**src/rtl/dock_cond_pkg.sv**
```systemverilog
package dock_cond_pkg;
  localparam int SEL_W = 6;

  // Literal vector in mask order: A, ~A, B, ~B, C, ~C (bit 5 down to bit 0).
  function automatic logic [SEL_W-1:0] literal_vec(input logic a, input logic b, input logic c);
    return {a, ~a, b, ~b, c, ~c};
  endfunction

  // New flag value: OR of the selected literals.
  function automatic logic select_or(input logic [SEL_W-1:0] sel,
                                     input logic a, input logic b, input logic c);
    return |(sel & literal_vec(a, b, c));
  endfunction

  // Source of C on a move.
  function automatic logic c_source(input logic is_in, input logic dc,
                                    input logic sig, input logic ship);
    return (!is_in && dc) ? ship : sig;
  endfunction
endpackage

```
**src/rtl/dock_flag_eval.sv**
```systemverilog
module dock_flag_eval
  import dock_cond_pkg::*;
(
  input  logic             cur_a,
  input  logic             cur_b,
  input  logic             cur_c,
  input  logic [SEL_W-1:0] sel_a,
  input  logic [SEL_W-1:0] sel_b,
  output logic             new_a,
  output logic             new_b
);
  // Both results use the same snapshot of the old flags.
  always_comb begin
    new_a = select_or(sel_a, cur_a, cur_b, cur_c);
    new_b = select_or(sel_b, cur_a, cur_b, cur_c);
  end
endmodule

```
**src/rtl/dock_loop_ctr.sv**
```systemverilog
module dock_loop_ctr #(
  parameter int W = 37
) (
  input  logic         clk,
  input  logic         rst,
  input  logic         load,
  input  logic [W-1:0] load_val,
  input  logic         dec,
  output logic [W-1:0] count,
  output logic         is_zero,
  output logic         hit_zero
);
  localparam logic [W-1:0] ONE = W'(1);

  logic dec_live;

  assign is_zero  = (count == '0);
  assign dec_live = dec && !load && !is_zero;
  assign hit_zero = dec_live && (count == ONE);

  always_ff @(posedge clk) begin
    if (rst)           count <= '0;
    else if (load)     count <= load_val;
    else if (dec_live) count <= count - ONE;
  end

  a_r9_load_wins: assert property (@(posedge clk) disable iff (rst)
    load |=> count == $past(load_val));
  a_r11_hold_at_zero: assert property (@(posedge clk) disable iff (rst)
    (dec && !load && count == '0) |=> count == '0);
  a_r10_dec_by_one: assert property (@(posedge clk) disable iff (rst)
    (dec && !load && count != '0) |=> count == $past(count) - ONE);
endmodule

```
**src/rtl/dock_cond_unit.sv**
```systemverilog
module dock_cond_unit
  import dock_cond_pkg::*;
#(
  parameter int LC_W = 37
) (
  input  logic            clk,
  input  logic            rst,
  input  logic            instr_valid,
  input  logic            instr_uncond,
  output logic            exec_en,
  input  logic            flag_upd,
  input  logic [5:0]      next_a_sel,
  input  logic [5:0]      next_b_sel,
  input  logic            p_wr,
  input  logic            p_val,
  input  logic            move_strobe,
  input  logic            dock_is_input,
  input  logic            dc_bit,
  input  logic            pkt_signal,
  input  logic            ship_c,
  input  logic            lc_load,
  input  logic [LC_W-1:0] lc_data,
  input  logic            lc_dec,
  input  logic            torpedo_strike,
  output logic            flag_a,
  output logic            flag_b,
  output logic            flag_c,
  output logic            flag_p,
  output logic            flag_z,
  output logic [LC_W-1:0] lc_value
);
  logic a_q, b_q, c_q, p_q;
  logic upd_a, upd_b;
  logic ctr_zero, ctr_hit_zero;
  logic p_clear_evt;

  dock_flag_eval u_eval (
    .cur_a (a_q), .cur_b (b_q), .cur_c (c_q),
    .sel_a (next_a_sel), .sel_b (next_b_sel),
    .new_a (upd_a), .new_b (upd_b)
  );

  dock_loop_ctr #(.W(LC_W)) u_ctr (
    .clk (clk), .rst (rst),
    .load (lc_load), .load_val (lc_data), .dec (lc_dec),
    .count (lc_value), .is_zero (ctr_zero), .hit_zero (ctr_hit_zero)
  );

  assign p_clear_evt = torpedo_strike || ctr_hit_zero;

  always_ff @(posedge clk) begin
    if (rst) begin
      a_q <= 1'b0;
      b_q <= 1'b0;
      c_q <= 1'b0;
      p_q <= 1'b0;
    end else begin
      if (flag_upd) begin
        a_q <= upd_a;
        b_q <= upd_b;
      end
      if (move_strobe)
        c_q <= c_source(dock_is_input, dc_bit, pkt_signal, ship_c);
      if (p_clear_evt) p_q <= 1'b0;
      else if (p_wr)   p_q <= p_val;
    end
  end

  assign exec_en = instr_valid && (instr_uncond || p_q);
  assign flag_a  = a_q;
  assign flag_b  = b_q;
  assign flag_c  = c_q;
  assign flag_p  = p_q;
  assign flag_z  = ctr_zero;

  a_r3_strike_clears_p: assert property (@(posedge clk) disable iff (rst)
    torpedo_strike |=> !flag_p);
  a_r4_gated_by_p: assert property (@(posedge clk) disable iff (rst)
    (!instr_uncond && !flag_p) |-> !exec_en);
  a_r10_zero_clears_p: assert property (@(posedge clk) disable iff (rst)
    (lc_dec && !lc_load && lc_value == LC_W'(1)) |=> !flag_p);
  a_r2_load_zero_sets_z: assert property (@(posedge clk) disable iff (rst)
    (lc_load && lc_data == '0) |=> flag_z);
  a_r6_empty_mask_zero: assert property (@(posedge clk) disable iff (rst)
    (flag_upd && next_a_sel == 6'd0) |=> !flag_a);
  a_r6_pair_gives_one: assert property (@(posedge clk) disable iff (rst)
    (flag_upd && next_b_sel[3] && next_b_sel[2]) |=> flag_b);
  a_r5_c_kept_on_update: assert property (@(posedge clk) disable iff (rst)
    (flag_upd && !move_strobe) |=> $stable(flag_c));
endmodule

```
**config.mk**
```make
export PLATFORM = sky130hd
export DESIGN_NAME = dock_cond_unit
export DESIGN_NICKNAME = d
export VERILOG_FILES = /design/src/rtl/dock_cond_pkg.sv /design/src/rtl/dock_flag_eval.sv /design/src/rtl/dock_loop_ctr.sv /design/src/rtl/dock_cond_unit.sv
export SDC_FILE = /design/constraint.sdc
export NUM_CORES = 1
export LEC_CHECK = 0
export BUFFER_PORTS_ARGS = -buffer_cell sky130_fd_sc_hd__clkbuf_2
export CORE_ASPECT_RATIO = 2
export CORE_UTILIZATION = 54
export DETAILED_ROUTE_END_ITERATION = 10
export GPL_TIMING_DRIVEN = 0
export PLACE_DENSITY = 0.87
export SLEW_MARGIN = 40
export SYNTH_ARGS = -nofsm -noshare
export SYNTH_HDL_FRONTEND = slang
export SYNTH_SLANG_ARGS = --single-unit
export TNS_END_PERCENT = 5
```
**constraint.sdc**
```tcl
create_clock -name clk -period 7.1 [get_ports clk]
set_clock_uncertainty 0.1 [all_clocks]
set_input_delay 0.71 -clock clk [delete_from_list [all_inputs] [get_ports clk]]
set_output_delay 0.71 -clock clk [all_outputs]
set_load 0.005 [all_outputs]
```
==> impl_summary.md <==
STA
At the pin with the least slew margin, the transition time is 0.732 ns. The worst slew slack as a fraction of its limit is 50.8%. Setup repair after global routing left no endpoint under its margin. The final max-slew violation count was 0. The final count of hold timing violations is 0.

After routing, the total negative slack on setup checks comes to 0 ns. Setup violations remaining at the end of the flow were counted as 0. Counting I/O delays and the setup requirement, the final critical path takes 3.06 ns.

The final clock period utilization by the worst path is 43.2%. Derived from the worst setup path, the maximum achievable clock frequency is 326 MHz.

Synthesis
During synthesis, Yosys emitted a total of 0 warnings. Of the total synthesized cell area, the portion taken by XOR and XNOR cells is 0%. The arithmetic-cell share of the synthesized area counting full adders, half adders and majority gates is 1.32%.

The fraction of post-synthesis cell area in the top cell type by area is 28.9%. The post-synthesis cell type count is 53. In the synthesized netlist, mux cells make up 2.20% of the area.

Synthesis produced a netlist whose cell count is 357. For this run, the register share of the synthesized area comes to 28.9%. The most common cell in the netlist is nor2_1. The average cell area after synthesis is 7.96 µm². In the synthesized netlist the dominant register cell turns out to be dfxtp_1. For this run, asynchronously set or reset flops after synthesis account for 0%. By area the synthesized netlist is led by dfxtp_1 (29%), a311oi_1 (6.8%), nor2_1 (6.2%). After Yosys synthesis, and, or, nand and nor cells account for 35.0% of the synthesized area. Summing the areas of all compound-gate instances in the mapped netlist gives 24.9% of the synthesized area.

The count of flip-flops with a built-in enable after synthesis is 0. Ranked by instance count, the synthesized netlist is headed by nor2_1 (47), dfxtp_1 (41), a311oi_1 (22), nand2_1 (22), nor4_1 (20). Counting flops and latches in the post-synthesis netlist gives 41. The synthesized design spends more area on one cell type than any other, namely dfxtp_1.

The dominant combinational cell family by area after synthesis is simple AND/OR/NAND/NOR gates. When the netlist entered floorplanning its net count stood at 424. After synthesis the cells add up to 2840 µm².

Placed design
The last weighted congestion value of the routability-driven placer is 0.988. Summing all placed instances gives a cell area of 3450 µm². The placed wire-length estimate is 7730 µm. In this run, placement finished with an instance count of 520.

Port buffering added 105 buffers.

Power and ir drop
The power per cell area is 184 nW/µm². The analysis attributes to cell leakage a power of 1.48 nW. Total power for the finished layout comes to 0.661 mW.

Across the VDD grid, the largest voltage drop is 0.240 mV.

Cells and area
The repair_antennas step left the layout with diodes totalling 0. The layout overhead on the synthesized area is 26.0%. The final core area utilization is 70.3%. The layout filler cell count is 462. The net count of the finished layout is 536.

The post-route netlist has 31.7% of its cells at a drive strength greater than 1. For this run, the number of standard cells in the final layout without fillers is 528. The cell area after layout is 3580 µm².

Critical path
STA classifies the critical path startpoint as a register. In this run the worst setup path begins at u_ctr.count[9]. The maximum fanout encountered on the critical timing path is 8.

The startpoint identified for the worst register-to-register timing path is u_ctr.count[0]. The endpoint of the worst-slack reg-to-reg timing path is u_ctr.count[10]. The worst setup path category is reg2out. The data arrival at the endpoint of the critical path is 2.25 ns. The signal on the critical path passes through nor4_1 -> and3_1 -> nand4_1 -> nor3_1 -> clkbuf_2.

The worst register-to-register path has a setup slack of 4.25 ns. The endpoint kind of the worst setup timing path is an output port. Counting cells, the worst reg-to-reg path comes to 7.

The library cell contributing the largest single delay on the critical path is nor4_1. The critical path required time is 6.29 ns. Following the worst setup path forward leads to its endpoint at flag_z. The largest stage delay on the critical path is 0.65 ns.

Clocking
The setup fix buffers added after clock tree synthesis is 0. The post-cts resize count is 0. The number of levels the H-tree was split into is 2. TritonCTS built the clock tree.

The later pin in the worst-skew pair is clocked with a latency of 0.31 ns. In this run, CTS created clock tree buffers numbering 5. CTS placed an instance of clkbuf_8 at the clock tree root. The number of buffers inserted by hold repair at cts is 0.

The clock drives 41 sinks. The maximum clock path buffer count is 2. After clock tree synthesis, the clock-pin slew on the worst setup and hold paths is 0.09 ns.

Routing
For this block, the routed nets add up to 10,300 µm of wire. The routed via count is 3,509. The detailed-routing iteration count for the pre-antenna-repair pass is 5. The average detailed-routed wire length per instance is 19.5 µm. The remaining number of nets flagged by the antenna check after routing is 0. The via density per instance is 6.65. After detailed routing, the number of remaining DRC violations is 0. After the first detailed-routing iteration, the DRC count stood at 171.

Die
The floorplan step set the die height to 105 µm. In this run the horizontal extent of the chip is 53.3 µm. The effective utilization at floorplan is 55.8%. The die covers 5580 µm². In this run the core area contains 37 standard-cell rows. The total I/O pin count is 107. The region available for standard cell placement spans 5090 µm².

Global routing
The first global-routing pass estimated 16,500 µm of wire. Entering global routing, the biggest net connects 14 pins. Global routing consumed, over all layers together, 40.1% of the routing resources. The number of antenna violations at the first check in global routing is 0. Global routing finished with a remaining overflow of 0. The via count of the first global-routing pass is 3,617.

Run status
The run finished with clean final reports.

Hold path
Counting instances, the worst hold path has a depth of 2. The tightest min-delay check is of the reg2reg type.

Flow run
The total of max-cap violations is 0.
critical path, delay by kind of cell (launching register included):
kind,cells,cell delay (ns)
buf+inv,1,0.17
simple gates,4,1.37
flops,1,0.40
cell families (layout without fill, tap and decap cells):
kind of cell,count (synthesis),in the layout
AND/OR/NAND/NOR,175,175
AO/OA/AOI/OAI,89,89
buffers and inverters,43,156
flip-flops,41,41
multiplexers,6,6
adder cells (fa/ha/maj),3,3
state kept, by name, indices dropped and copies added (netlist names):
name         cells
flag_b           1
u_ctr.count     37
flag_c           1
flag_p           1
flag_a           1
stage by stage:
step                hold slack [ns]  setup WS, ns
finish                        0.427          4.04
CTS                           0.425          4.06
detailed placement            0.415          4.27
floorplan                     0.397          4.69
global placement              0.402          4.34
global route                  0.460          3.85
area by class of cell:
type	count	area, µm²	share of cell area, %
multi-input cells	273	1810	50.6
flip-flops and latches	41	821	22.9
repair buffers	105	526	14.7
plain buffers	26	154	4.30
well taps	58	72.6	2.03
clock buffers	5	68.8	1.92
clock inverters	3	65.1	1.82
inverters	17	63.8	1.78
cell usage in the layout (no fill, tap or decap), drive strengths merged, types with 3 or more instances in the layout:
cell and instances:
dfxtp 41, nor3 9, a31oi 3, inv 17
or4 17, nand4 9, mux2i 4, nand3 7
nor4 22, and3 3, nor4b 3, or3 18
nor2 47, a21oi 5, nand2 22, a311oi 22
a2111oi 11, ha 3, o31ai 9, and4 4
o21ai 18, clkbuf 123, o31a 10, buf 12
or2 4
worst min path at each step:
stage / start / to / slack [ns]
after CTS: flag_a / flag_a / 0.42
after global routing: flag_a / flag_a / 0.46
final: flag_a / flag_a / 0.43
after global placement: flag_a / flag_a / 0.40
after detailed placement: flag_a / flag_a / 0.42
after floorplan: flag_a / flag_a / 0.40
power breakdown:
part | internal [mW] | total [mW] | leakage [nW] | switching [mW]
Sequential | 0.247 | 0.276 | 0.341 | 0.0284
Combinational | 0.0684 | 0.153 | 1.07 | 0.0846
Clock | 0.140 | 0.232 | 0.0681 | 0.0921
layer usage:
layer	routed length [µm]	vias to the layer above	GRT usage (%)
met5	0	-	0
met4	573	0	33.8
met3	760	46	9.02
met2	5520	207	66.4
met1	3460	1642	39.0
li1	-	1614	-
(Power assumes the default switching activity.)
